**config.mk**
```make
export PLATFORM = sky130hd
export DESIGN_NAME = virt_irq_arbiter
export DESIGN_NICKNAME = d
export VERILOG_FILES = /design/src/rtl/irqsel_pkg.sv /design/src/rtl/irqsel_gate.sv /design/src/rtl/irqsel_pick.sv /design/src/rtl/virt_irq_arbiter.sv
export SDC_FILE = /design/constraint.sdc
export NUM_CORES = 1
export LEC_CHECK = 0
export CORE_AREA = 2 2 103 105
export DETAILED_ROUTE_END_ITERATION = 8
export DIE_AREA = 0 0 105 107
export DONT_BUFFER_PORTS = 1
export PLACE_DENSITY_LB_ADDON = 0.15
export RECOVER_POWER = 100
export SLEW_MARGIN = 10
export SYNTH_ARGS = -nofsm -noshare
export SYNTH_HDL_FRONTEND = slang
export SYNTH_SLANG_ARGS = --single-unit
```
**constraint.sdc**
```tcl
create_clock -name clk_i -period 0.8 [get_ports clk_i]
set_input_delay 0.12 -clock clk_i [delete_from_list [all_inputs] [get_ports clk_i]]
set_output_delay 0.12 -clock clk_i [all_outputs]
set_load 0.01 [all_outputs]
```
**src/rtl/irqsel_pkg.sv**
```systemverilog
package irqsel_pkg;

    // standard cause bit positions
    localparam int SSI_BIT  = 1;
    localparam int VSSI_BIT = 2;
    localparam int MSI_BIT  = 3;
    localparam int STI_BIT  = 5;
    localparam int VSTI_BIT = 6;
    localparam int MTI_BIT  = 7;
    localparam int SEI_BIT  = 9;
    localparam int VSEI_BIT = 10;
    localparam int MEI_BIT  = 11;
    localparam int SGEI_BIT = 12;

    localparam int FIRST_CUSTOM = 16;
    localparam int NUM_RANKED   = 9;
    localparam int NUM_TIERS    = 3;
    localparam int TIER_M  = 0;
    localparam int TIER_HS = 1;
    localparam int TIER_VS = 2;

    localparam logic [15:0] GUEST16  = 16'((1 << VSSI_BIT) | (1 << VSTI_BIT) | (1 << VSEI_BIT));
    localparam logic [15:0] FORCED16 = GUEST16 | 16'(1 << SGEI_BIT);
    localparam logic [15:0] RANKED16 = GUEST16 | 16'((1 << SSI_BIT) | (1 << MSI_BIT) |
                                       (1 << STI_BIT) | (1 << MTI_BIT) |
                                       (1 << SEI_BIT) | (1 << MEI_BIT));

    typedef enum logic [1:0] {
        PRIV_U   = 2'b00,
        PRIV_S   = 2'b01,
        PRIV_RSV = 2'b10,
        PRIV_M   = 2'b11
    } priv_e;

    // cause at rank position r (0 = first)
    function automatic int rank_cause(input int r);
        case (r)
            0:       return MEI_BIT;
            1:       return MSI_BIT;
            2:       return MTI_BIT;
            3:       return SEI_BIT;
            4:       return SSI_BIT;
            5:       return STI_BIT;
            6:       return VSEI_BIT;
            7:       return VSSI_BIT;
            default: return VSTI_BIT;
        endcase
    endfunction

endpackage

```
**src/rtl/irqsel_gate.sv**
```systemverilog
module irqsel_gate #(
    parameter int XLEN = 64
) (
    input  logic [XLEN-1:0] cand_i,
    input  logic            en_i,
    output logic [XLEN-1:0] live_o,
    output logic            any_o
);
    always_comb begin
        live_o = en_i ? cand_i : '0;
        any_o  = |live_o;
    end
endmodule

```
**src/rtl/irqsel_pick.sv**
```systemverilog
module irqsel_pick
    import irqsel_pkg::*;
#(
    parameter int XLEN = 64
) (
    input  logic [XLEN-1:0] set_i,
    output logic [XLEN-1:0] onehot_o
);
    logic hit_custom;
    logic [XLEN-1:0] custom_oh;

    generate
        if (XLEN > FIRST_CUSTOM) begin : g_custom
            always_comb begin
                custom_oh  = '0;
                hit_custom = 1'b0;
                for (int i = XLEN - 1; i >= FIRST_CUSTOM; i--) begin
                    if (!hit_custom && set_i[i]) begin
                        custom_oh[i] = 1'b1;
                        hit_custom   = 1'b1;
                    end
                end
            end
        end else begin : g_nocustom
            always_comb begin
                custom_oh  = '0;
                hit_custom = 1'b0;
            end
        end
    endgenerate

    always_comb begin
        logic found;
        int   idx;
        onehot_o = custom_oh;
        found    = hit_custom;
        for (int r = 0; r < NUM_RANKED; r++) begin
            idx = rank_cause(r);
            if (!found && set_i[idx]) begin
                onehot_o[idx] = 1'b1;
                found         = 1'b1;
            end
        end
    end
endmodule

```
**src/rtl/virt_irq_arbiter.sv**
```systemverilog
module virt_irq_arbiter
    import irqsel_pkg::*;
#(
    parameter int XLEN   = 64,
    parameter bit HYP_EN = 1'b1
) (
    input  logic            clk_i,
    input  logic            rst_ni,
    input  logic [XLEN-1:0] pend_i,
    input  logic [XLEN-1:0] mdeleg_i,
    input  logic [XLEN-1:0] hdeleg_i,
    input  logic            m_ie_i,
    input  logic            host_sie_i,
    input  logic            guest_sie_i,
    input  logic [1:0]      priv_i,
    input  logic            virt_i,
    input  logic            dbg_i,
    output logic [XLEN-1:0] take_o,
    output logic            take_vld_o
);
    localparam logic [XLEN-1:0] LOW_MASK    = XLEN'(16'hFFFF);
    localparam logic [XLEN-1:0] LEGAL_MASK  = XLEN'(RANKED16) | ~LOW_MASK;
    localparam logic [XLEN-1:0] GUEST_MASK  = XLEN'(GUEST16);
    localparam logic [XLEN-1:0] FORCED_MASK = HYP_EN ? XLEN'(FORCED16) : '0;

    typedef struct packed {
        logic [XLEN-1:0] take;
        logic            vld;
    } sel_t;

    sel_t sel_d, sel_q;

    priv_e           priv;
    logic [XLEN-1:0] pend_ok, mdel_eff, chosen, picked;
    logic            below_m, sup_en;
    logic [XLEN-1:0] tier_cand [NUM_TIERS];
    logic            tier_en   [NUM_TIERS];
    logic [XLEN-1:0] tier_live [NUM_TIERS];
    logic            tier_any  [NUM_TIERS];

    always_comb begin
        priv     = priv_e'(priv_i);
        pend_ok  = pend_i & LEGAL_MASK;
        mdel_eff = mdeleg_i | FORCED_MASK;
        below_m  = (priv != PRIV_M);
        sup_en   = (priv == PRIV_U) ||
                   ((priv == PRIV_S) && (virt_i ? guest_sie_i : host_sie_i));

        tier_cand[TIER_M]  = pend_ok & ~mdel_eff;
        tier_en[TIER_M]    = below_m || m_ie_i;
        tier_cand[TIER_HS] = pend_ok & mdel_eff & ~GUEST_MASK;
        tier_en[TIER_HS]   = sup_en;
        tier_cand[TIER_VS] = pend_ok & mdel_eff & hdeleg_i;
        tier_en[TIER_VS]   = sup_en && virt_i;
    end

    generate
        for (genvar t = 0; t < NUM_TIERS; t++) begin : g_tier
            irqsel_gate #(.XLEN(XLEN)) u_gate (
                .cand_i (tier_cand[t]),
                .en_i   (tier_en[t]),
                .live_o (tier_live[t]),
                .any_o  (tier_any[t])
            );
        end
    endgenerate

    // the lowest-numbered non-empty tier wins
    always_comb begin
        chosen = '0;
        for (int t = NUM_TIERS - 1; t >= 0; t--) begin
            if (tier_any[t]) chosen = tier_live[t];
        end
    end

    irqsel_pick #(.XLEN(XLEN)) u_pick (
        .set_i    (chosen),
        .onehot_o (picked)
    );

    always_comb begin
        sel_d.take = dbg_i ? '0 : picked;
        sel_d.vld  = |sel_d.take;
    end

    always_ff @(posedge clk_i or negedge rst_ni) begin
        if (!rst_ni) sel_q <= '0;
        else         sel_q <= sel_d;
    end

    assign take_o     = sel_q.take;
    assign take_vld_o = sel_q.vld;


    take_onehot_chk: assert property (@(posedge clk_i) disable iff (!rst_ni)
        $onehot0(take_o) && (take_vld_o == (take_o != '0)));


    idle_none_chk: assert property (@(posedge clk_i) disable iff (!rst_ni)
        (pend_i == '0) |=> !take_vld_o);


    m_masked_chk: assert property (@(posedge clk_i) disable iff (!rst_ni)
        (priv_i == 2'b11 && !m_ie_i) |=> !take_vld_o);


    guest_novirt_chk: assert property (@(posedge clk_i) disable iff (!rst_ni)
        (HYP_EN && !virt_i) |=> ((take_o & GUEST_MASK) == '0));


    unranked_chk: assert property (@(posedge clk_i) disable iff (!rst_ni)
        (take_o & ~LEGAL_MASK) == '0);


    debug_quiet_chk: assert property (@(posedge clk_i) disable iff (!rst_ni)
        dbg_i |=> !take_vld_o);

endmodule

```
======== Word-level counts from Yosys, hierarchy flattened ========
Index checks and enable logic that the tools add are counted.
W data, S select, Z words.
cells by class
  eq/ne operators ......................... 2
  multiplexer cells ....................... 120
  bitwise gates (word level) .............. 4
  reductions and logical operators ........ 121
operators by type and width
  cell                  number
  $mux W64              7
  $reduce_or A64 Y1     4
  $and A64 B64 Y64      3
  $mux W1               104
  $not A64 Y64          1
  $logic_and A1 B1 Y1   58
  $logic_not A1 Y1      56
  $mux W12              1
  $mux W11              1
  $mux W10              1
  $mux W8               1
  $mux W7               1
  $mux W6               1
  $mux W4               1
  $mux W3               1
  $eq A2 B1 Y1 const B  1
  $logic_not A2 Y1      1
  $logic_or A1 B1 Y1    2
  $mux W2               1
  $ne A2 B2 Y1 const B  1
storage, ports and cells
  flip-flop bits (word level) ............. 65
  input port bits ......................... 201
  word-level logic and storage cells ...... 249

======== Depth between registers and ports, before layout ========
Gate-level depths: netlist of run 1.
  depth after elaboration ................. 180
  mapped depth ............................ 12
  mapped depth without buffers ............ 9

======== Cells and area by module ========
Synthesis of run 1 repeated with hierarchy kept, for this count alone.
second synthesis, totals
  cells, all modules ...................... 957
  area total of the unflattened synthesis .. 7096.8 µm²
modules (own cells, without submodules)
  module            times used  cells an instance  area each (µm²)  seq. area each (µm²)
  virt_irq_arbiter  1           550                4471.8           1626.6
  irqsel_gate       3           92                 589.3            0.0
  irqsel_pick       1           131                857.1            0.0

======== Worst setup path after synthesis of run 1 ========
No wires, ideal clock.
  path kind ............................... input to register
  start point ............................. input pend_i[50]
  end point ............................... register sel_q (netlist bit take_o[1])
  setup time .............................. 0.101 ns
  data arrival time ....................... 2.785 ns
  data required time ...................... 0.699 ns
  path slack .............................. -2.086 ns
  stages on the path ...................... 11
  path buffers ............................ 2
  path through ............................ nor2b_1 -> or4_4 -> nor4_2 -> and4b_1 -> buf_6 -> buf_6 -> o221ai_2 -> a221o_1 -> nor4_2 -> nand4_2 -> nor4_1
RTL lines
  item                  RTL line                text
  start, declared       virt_irq_arbiter.sv:9   input logic [XLEN-1:0] pend_i,
  end signal, assigned  virt_irq_arbiter.sv:88  else sel_q <= sel_d;
  end, declared         virt_irq_arbiter.sv:31  sel_t sel_d, sel_q;

==> results of run 1 <==
state kept, by name (all words and copies together) (netlist names):
signal / count
take_o: 57
take_vld_o: 1
worst max-delay path, stage by stage:
cell     delay [ns]
nor2b_4        0.11
or4_4          0.58
nor4_4         0.22
and4b_2        0.35
buf_4          0.13
buf_6          0.11
nand2_8        0.07
buf_12         0.17
a21oi_2        0.09
buf_4          0.13
nor4_4         0.04
buf_4          0.17
nand4_1        0.10
buf_6          0.14
buf_12         0.11
nor3b_2        0.04
cell type report:
type                            instances  area [µm²]
Timing Repair Buffer                  202        1871
Multi-Input combinational cell        418        3371
Fill cell                             792        2969
Inverter                               20       77.57
Sequential cell                        58        1451
Tap cell                              136       170.2
Clock buffer                           14       172.7
Clock inverter                          2       10.01
routing by layer:
metal / part of all wire, % / up-vias
met4: 3.8 / 0
met3: 11 / 56
met2: 46 / 300
met1: 39 / 2561
met5: 0 / -
li1: - / 2345
path summary, 6_finish.rpt:
path	from	end	slack (ns)	depth (start not counted)
setup / recovery	pend_i[51]	take_o[20]$_DFF_PN0_	-1.66	16
min in group clk_i	pend_i[9]	take_o[9]$_DFF_PN0_	-0.05	2
max in group asynchronous	rst_ni	take_o[62]$_DFF_PN0_	1.24	0
hold / removal	rst_ni	take_o[1]$_DFF_PN0_	-0.55	0
cells by family (layout without fill, tap and decap cells):
logic type	after synthesis	after routing	share of synthesized area (%)
multiplexers	1	1	0.2395
buffers and inverters	46	238	5.118
flip-flops	58	58	34.72
AND/OR/NAND/NOR	242	242	32.54
AO/OA/AOI/OAI	168	168	27.30
other	1	7	0.08971
power groups by stage:
stage	Combinational (mW)	Sequential, mW	Clock [mW]
after floorplan	0.928	3.02	0
after global placement	1.61	3.03	0
after detailed placement	1.62	3.02	0
after CTS	2.08	2.97	2.63
after global routing	2.52	2.97	2.74
final	2.37	2.97	2.58
stage by stage:
step,hold slack [ns],total power [mW]
2_1_floorplan,-0.1756,3.948
3_3_place_gp,-0.1744,4.639
3_5_place_dp,-0.1741,4.643
4_1_cts,-0.5579,7.677
5_1_grt,-0.5625,8.234
6_report,-0.5476,7.926
placed cells by master (no fill, tap or decap), types with 6 or more instances in the layout:
cell type	Yosys	layout
buf_6	2	19
a22o_1	7	7
clkbuf_8	0	12
a21oi_1	29	19
nand4_1	8	8
and3_1	8	7
nor4_4	1	8
nand2b_1	17	13
nor3_2	0	7
conb_1	1	7
a211oi_1	12	11
a31oi_1	9	9
a22oi_1	11	11
nor2b_1	24	9
buf_4	7	125
nor2b_2	0	10
o21ai_0	39	36
nand2_1	63	59
nand3_1	25	21
nor3_1	16	7
dfrtp_1	58	58
buf_12	0	11
dlygate4sd3_1	0	44
nor2_1	26	21
a21oi_2	0	6
inv_1	20	19
what timing repair did:
action / in CTS / in global routing
pin swaps: 27 / 36
gates resized for setup: 103 / 67
setup endpoints to repair: 116 / 116
setup buffers: 24 / 20
gates cloned: 1 / 0
endpoints found under the hold margin: 98 / 67
==> run_results.csv, run 1 <==
group,metric,value,unit
cells_and_area,area.growth.synth_to_final,70.40,%
placed_design,detailed_place_hpwl,13490,µm
logic_synthesis,synth_top_area_cell,"dfrtp_1",
logic_synthesis,postSynth.topFlopCell,"dfrtp_1",
clocking,clock-sinks,58,
clocking,path_clk_slew,0.07,ns
placed_design,dp_slack,-2.385,ns
logic_synthesis,synth_edf_count,0,
global_route,grt_overflow,0,
die,initial_utilization,41.42,%
clocking,cts_htree_levels,3,
drt,post_dr_vias_cell,6.191,
global_route,most_congested_layer_reported_by_global_routing,"met2",
die,die_width,105,µm
drt,totalWireLength,19050,µm
global_route,gr-usage-met1,41.98,%
cells_and_area,insertedDiodeCount,0,
sta,number_of_max_slew_violations_in_the_final_report,0,
critical_path,worst-endpoint-required,1.04,ns
power,switching_share,29.88,%
critical_path,critical_path_class,"input pin to flip-flop",
cells_and_area,final_layout_size_suffix_gt1_share,39.36,%
logic_synthesis,netlist_top_cells_count,"63 x nand2_1, 58 x dfrtp_1, 39 x o21ai_0",
power,cellLeakagePower,3.096,nW
sta,rsz0062_at_grt,"yes",
power,power_per_cell_area,1113,nW/µm²
drt,drtAntennaViolNets,0,
cells_and_area,finish.cell_count_without_fillers,850,
die,fp-row-count,37,
placed_design,gpl.final_weighted_congestion,0.9232,
sta,setup_viol_count_final,116,
critical_path,critical_path.max_fanout,5,
global_route,first_pass_grt_wire_length,28480,µm
sta,finalHoldViolCount,70,
drt,detail_route.drc_violations,0,
global_route,global_route.usage.met3,9.240,%
sta,whs,-0.5476,ns
clocking,cts-buffers-inserted,9,
global_route,grt_start_max_net_pins,59,
placed_design,dp.cells,750,
drt,detailroute.via_count,5262,
placed_design,placement.io_buffers,0,
cells_and_area,layout.nets,910,
sta,period_share,307.3,%
logic_synthesis,netlist.area_leader.share,34.72,%
logic_synthesis,ys_seq_area_share,34.72,%
sta,final.setup.tns,-90.24,ns
power,p_clk_share,32.6,%
power,power.sequential.fraction,37.5,%
critical_path,end_kind,"flip-flop",
logic_synthesis,netlist_top_cells_area,"dfrtp_1 35%, nand2_1 5.7%, o21ai_0 4.7%",
clocking,hold_buffers,44,
clocking,tritoncts,"done",
die,die_area,11240,µm²
logic_synthesis,yosys.cell_count.top_type,"nand2_1",
status,result_of_the_run,"finished, violations left",
power,internal-power,5.557,mW
drt,route.detailed.wl_per_inst,22.41,µm
logic_synthesis,yosys_warnings,0,
job,maxCapViolations,0,
power,irDropWorstVdd,0.6509,mV
drt,drt_iter0_markers,344,
logic_synthesis,synth_area_per_cell,8.101,µm²
power,net-switching-power,2.369,mW
placed_design,post_dp_cell_area,5240,µm²
die,core,10090,µm²
global_route,initial_antenna_violation_count,0,
logic_synthesis,synth_async_sr_flop_share,100.0,%
worst_hold_path,hold_path.class,"input pin to async pin",
cells_and_area,final_core_utilization,70.58,%
critical_path,arrival,2.70,ns
sta,timing.fmax,406.8,MHz
status,violations_in_the_final_reports,"negative hold slack, negative setup slack",
clocking,cts.root.buffer_cell,"clkbuf_8",
cells_and_area,layout.cell_area.non_filler,7123,µm²
global_route,grtUsageTotal,33.02,%
power,power_frac_comb,29.9,%
sta,fin_ws,-1.658,ns
logic_synthesis,post_synth_cell_types,66,
die,pin_count,266,
logic_synthesis,synthesis.area,4180,µm²
sta,period_minus_slack,2.458,ns
critical_path,setup.worst_path.start_class,"input pin",
logic_synthesis,number_of_flip_flops_and_latches_in_the_synthesized_netlist,58,
global_route,grt_use_met2,52.32,%
clocking,clock_path_buffers,2,
drt,dr.pass1.iters,5,
global_route,first_global_vias,5276,
logic_synthesis,synth_cells,516,
die,die-height,107,µm
Note: power is estimated with default switching activity, not from simulation.
==> run 2: changes to the inputs <==
--- a/config.mk
+++ b/config.mk
@@ -9,7 +9,7 @@
 export DETAILED_ROUTE_END_ITERATION = 8
 export DIE_AREA = 0 0 105 107
 export DONT_BUFFER_PORTS = 1
-export PLACE_DENSITY_LB_ADDON = 0.15
+export PLACE_DENSITY_LB_ADDON = 0.2
 export RECOVER_POWER = 100
 export SLEW_MARGIN = 10
 export SYNTH_ARGS = -nofsm -noshare
==> run_results.csv, run 2 (same netlist as run 1, synthesis figures left out) <==
group,metric,value,unit
critical_path,critical_path_class,"input pin to flip-flop",
status,result_of_the_run,"finished, violations left",
drt,dr.pass1.iters,7,
critical_path,setup.worst_path.start_class,"input pin",
cells_and_area,layout.cell_area.non_filler,6895,µm²
drt,detailroute.via_count,5168,
critical_path,end_kind,"flip-flop",
global_route,grt_overflow,0,
placed_design,placement.io_buffers,0,
clocking,cts.root.buffer_cell,"clkbuf_8",
cells_and_area,final_layout_size_suffix_gt1_share,38.44,%
power,irDropWorstVdd,0.5562,mV
die,pin_count,266,
cells_and_area,area.growth.synth_to_final,64.95,%
sta,tightest_slew,0.7118,ns
die,fp-row-count,37,
placed_design,post_dp_cell_area,5298,µm²
die,die_width,105,µm
critical_path,critical_path.max_fanout,6,
critical_path,arrival,2.71,ns
sta,fin_ws,-1.668,ns
sta,number_of_max_slew_violations_in_the_final_report,0,
sta,whs,-0.5494,ns
global_route,grtUsageTotal,33.60,%
sta,timing.fmax,405.2,MHz
drt,drt_iter0_markers,377,
global_route,initial_antenna_violation_count,0,
cells_and_area,largest_register_ff_count,57,
global_route,grt_start_max_net_pins,59,
clocking,path_clk_slew,0.07,ns
clocking,tritoncts,"done",
cells_and_area,final_core_utilization,68.32,%
cells_and_area,insertedDiodeCount,0,
die,die-height,107,µm
sta,finalHoldViolCount,65,
power,power_per_cell_area,1118,nW/µm²
die,core,10090,µm²
cells_and_area,layout.nets,901,
cells_and_area,most-common-layout-cells,"124 x buf_4, 59 x nand2_1, 58 x dfrtp_1",
critical_path,worst-endpoint-required,1.04,ns
drt,drtAntennaViolNets,0,
placed_design,gpl.final_weighted_congestion,0.9579,
die,die_area,11240,µm²
status,violations_in_the_final_reports,"negative hold slack, negative setup slack",
cells_and_area,finish.cell_count_without_fillers,841,
job,maxCapViolations,0,
sta,period_share,308.5,%
sta,rsz0062_at_grt,"yes",
cells_and_area,layout_commonest_cell,"buf_4",
drt,totalWireLength,18920,µm
global_route,first_pass_grt_wire_length,29010,µm
sta,max-slew-margin-rel,52.15,%
drt,detail_route.drc_violations,0,
clocking,clock-sinks,58,
drt,post_dr_vias_cell,6.145,
die,initial_utilization,41.42,%
sta,period_minus_slack,2.468,ns
drt,route.detailed.wl_per_inst,22.50,µm
clocking,hold_buffers,42,
clocking,cts-buffers-inserted,9,
clocking,cts_htree_levels,3,
placed_design,detailed_place_hpwl,13320,µm
clocking,clock_path_buffers,2,
placed_design,dp.cells,756,
power,cellLeakagePower,2.997,nW
worst_hold_path,hold_path.class,"input pin to async pin",
global_route,first_global_vias,5272,
sta,setup_viol_count_final,116,
run 2: cell type report:
| cell class | count | area (µm²) |
|---|---|---|
| multi-input combinational | 418 | 3299 |
| fill | 826 | 3197 |
| timing repair buffer | 193 | 1728 |
| sequential | 58 | 1451 |
| tap | 136 | 170.2 |
| clock buffer | 11 | 141.4 |
| inverter | 20 | 75.07 |
| clock inverter | 5 | 30.03 |
run 2: worst max-delay path, cell delays in order:
cell and delay [ns]:
nor2b_4 0.11, or4_4 0.58, nor4_4 0.21, and4b_2 0.33, buf_6 0.12, o221ai_4 0.09
a221o_1 0.38, nor4_2 0.25, nand4_2 0.24, nor4_2 0.27
run 2: through the flow:
stage / setup TNS (ns) / worst slack [ns] / power (mW) / hold slack [ns]
after floorplan: -84.56 / -1.754 / 3.948 / -0.1756
after global placement: -121.27 / -2.359 / 4.681 / -0.1742
after detailed placement: -126.01 / -2.410 / 4.693 / -0.1743
after CTS: -85.09 / -1.591 / 7.594 / -0.5588
after global routing: -94.99 / -1.775 / 8.022 / -0.5631
final: -89.94 / -1.668 / 7.706 / -0.5494
run 2: worst max-delay path by stage:
| stage | start | to | slack, ns | cells after the start |
|---|---|---|---|---|
| 6_report | pend_i[51] | take_o[1]$_DFF_PN0_ | -1.67 | 10 |
| 2_1_floorplan | pend_i[51] | take_o[1]$_DFF_PN0_ | -1.75 | 11 |
| 4_1_cts | pend_i[51] | take_o[5]$_DFF_PN0_ | -1.59 | 10 |
| 5_1_grt | pend_i[51] | take_o[18]$_DFF_PN0_ | -1.78 | 11 |
| 3_5_place_dp | pend_i[57] | take_o[5]$_DFF_PN0_ | -2.41 | 10 |
| 3_3_place_gp | pend_i[57] | take_o[9]$_DFF_PN0_ | -2.36 | 10 |
run 2: routing by layer:
metal	share of wire (%)	vias up	global-route usage, %	wire (µm)
met5	0	-	0	0
met2	48	291	55.47	9079
met4	1.8	0	10.76	342
met3	10	28	11.12	1974
li1	-	2329	-	-
met1	40	2520	41.52	7526
run 2: repair_timing:
action                                  in CTS  in global routing
hold endpoints to repair                    97                 65
gates cloned                                 1                  0
resized for setup                          127                 22
pin swaps                                   34                  7
setup buffers                               22                  6
endpoints found under the setup margin     116                116
run 2: where the power goes:
part	leakage, nW	total [mW]	switching [mW]	internal (mW)
Clock	0.0851	2.44	1.25	1.19
Sequential	0.807	2.97	0.0191	2.95
Combinational	2.11	2.29	1.10	1.19
==> run 3: changes to the inputs <==
--- a/config.mk
+++ b/config.mk
@@ -9,8 +9,10 @@
 export DETAILED_ROUTE_END_ITERATION = 8
 export DIE_AREA = 0 0 105 107
 export DONT_BUFFER_PORTS = 1
+export GPL_ROUTABILITY_DRIVEN = 0
 export PLACE_DENSITY_LB_ADDON = 0.2
 export RECOVER_POWER = 100
+export REMOVE_ABC_BUFFERS = 1
 export SLEW_MARGIN = 10
 export SYNTH_ARGS = -nofsm -noshare
 export SYNTH_HDL_FRONTEND = slang
==> run_results.csv, run 3 (same netlist as run 1, synthesis figures left out) <==
group,metric,value,unit
clocking,cts_htree_levels,3,
power,power_per_cell_area,1213,nW/µm²
drt,totalWireLength,18130,µm
critical_path,critical_path.max_fanout,6,
drt,drtAntennaViolNets,0,
critical_path,arrival,2.70,ns
sta,tightest_slew,0.5492,ns
sta,setup_viol_count_final,116,
global_route,first_pass_grt_wire_length,27860,µm
status,result_of_the_run,"finished, violations left",
critical_path,end_kind,"flip-flop",
critical_path,timing.critical_path.buf_inv,3,
die,die_width,105,µm
global_route,grtUsageTotal,31.70,%
die,die-height,107,µm
cells_and_area,final_layout_size_suffix_gt1_share,34.40,%
drt,drt_iter0_markers,369,
sta,max-slew-margin-rel,63.22,%
cells_and_area,final_core_utilization,65.34,%
die,fp-row-count,37,
clocking,tritoncts,"done",
critical_path,worst-endpoint-required,1.06,ns
global_route,grt_overflow,0,
clocking,clock-sinks,58,
cells_and_area,insertedDiodeCount,0,
sta,finalHoldViolCount,64,
sta,fin_ws,-1.642,ns
sta,timing.fmax,409.5,MHz
global_route,global_route.usage.met3,12.58,%
sta,number_of_max_slew_violations_in_the_final_report,0,
global_route,first_global_vias,5317,
critical_path,critical_path_class,"input pin to flip-flop",
sta,whs,-0.5379,ns
sta,period_minus_slack,2.442,ns
sta,period_share,305.3,%
placed_design,placement.io_buffers,0,
global_route,most_congested_layer_reported_by_global_routing,"met2",
clocking,clock_path_buffers,2,
critical_path,critical_path.top_delay_family,"simple AND/OR/NAND/NOR gates",
cells_and_area,most-common-layout-cells,"128 x buf_4, 61 x nand2_1, 58 x dfrtp_1",
sta,rsz0062_at_grt,"yes",
worst_hold_path,hold_path.class,"input pin to async pin",
status,violations_in_the_final_reports,"negative hold slack, negative setup slack",
cells_and_area,layout.nets,886,
cells_and_area,largest_register_ff_count,57,
drt,detail_route.drc_violations,0,
global_route,grt_use_met2,53.20,%
critical_path,cp_cell_sequence,"nor2b_4, or4_4, nor4_4, and4b_2, buf_4, o21ai_2, o2bb2ai_2, nor4_4, buf_4, nand4_1, buf_6, nor4bb_4",
clocking,cts-buffers-inserted,9,
placed_design,post_dp_cell_area,5135,µm²
power,irDropWorstVdd,0.5882,mV
placed_design,detailed_place_hpwl,13150,µm
cells_and_area,area.growth.synth_to_final,57.74,%
clocking,cts.root.buffer_cell,"clkbuf_8",
drt,dr.pass1.iters,8,
drt,detailroute.via_count,5134,
die,core,10090,µm²
clocking,path_clk_slew,0.07,ns
global_route,grt_start_max_net_pins,59,
global_route,gr-usage-met1,36.08,%
clocking,hold_buffers,40,
cells_and_area,layout.cell_area.non_filler,6594,µm²
job,maxCapViolations,0,
global_route,initial_antenna_violation_count,0,
critical_path,setup.worst_path.start_class,"input pin",
power,cellLeakagePower,2.854,nW
die,die_area,11240,µm²
critical_path,crit_start,"pend_i[51]",
critical_path,crit_path_top_delay_cell,"or4_4",
critical_path,crit_path_max_incr_delay,0.57,ns
die,initial_utilization,41.42,%
drt,post_dr_vias_cell,6.223,
die,pin_count,266,
cells_and_area,layout_commonest_cell,"buf_4",
drt,route.detailed.wl_per_inst,21.97,µm
-- run 3: layout make-up --
| cell class | instances | area (µm²) |
|---|---|---|
| Timing Repair Buffer | 178 | 1518 |
| Clock buffer | 13 | 168.9 |
| Inverter | 20 | 75.07 |
| Tap cell | 136 | 170.2 |
| Clock inverter | 2 | 35.03 |
| Fill cell | 877 | 3498 |
| Multi-Input combinational cell | 418 | 3176 |
| Sequential cell | 58 | 1451 |
-- run 3: path summary, 6_finish.rpt --
check,to,depth (start not counted)
min in group clk_i,take_o[9]$_DFF_PN0_,2
max,take_o[18]$_DFF_PN0_,12
min,take_o[19]$_DFF_PN0_,0
max in group asynchronous,take_o[51]$_DFF_PN0_,0
-- run 3: metrics by stage --
| step | std cells | setup slack [ns] | setup TNS, ns | power [mW] |
|---|---|---|---|---|
| floorplan | 496 | -2.604 | -124.22 | 3.865 |
| global placement | 747 | -2.431 | -119.59 | 4.536 |
| detailed placement | 747 | -2.482 | -120.18 | 4.560 |
| CTS | 810 | -1.590 | -84.40 | 7.856 |
| global route | 825 | -1.699 | -91.90 | 8.325 |
| finish | 825 | -1.642 | -87.65 | 8.001 |
-- run 3: where the power goes --
part	switching, mW	total, mW	leakage (nW)	internal (mW)
registers	0.0181	2.97	0.807	2.95
logic	1.03	2.12	1.94	1.09
clock network	1.24	2.91	0.106	1.67
-- run 3: layer usage --
metal | up-vias | wire length, µm | part of all wire (%)
met5 | - | 0 | 0
met3 | 50 | 2159 | 12
met2 | 333 | 8588 | 47
met4 | 0 | 580 | 3.2
met1 | 2459 | 6796 | 37
li1 | 2292 | - | -
-- run 3: timing repair --
item,CTS,global route
pin swaps,26,32
setup buffers,8,15
endpoints found under the hold margin,95,63
setup endpoints to repair,116,116
gates resized for setup,81,46
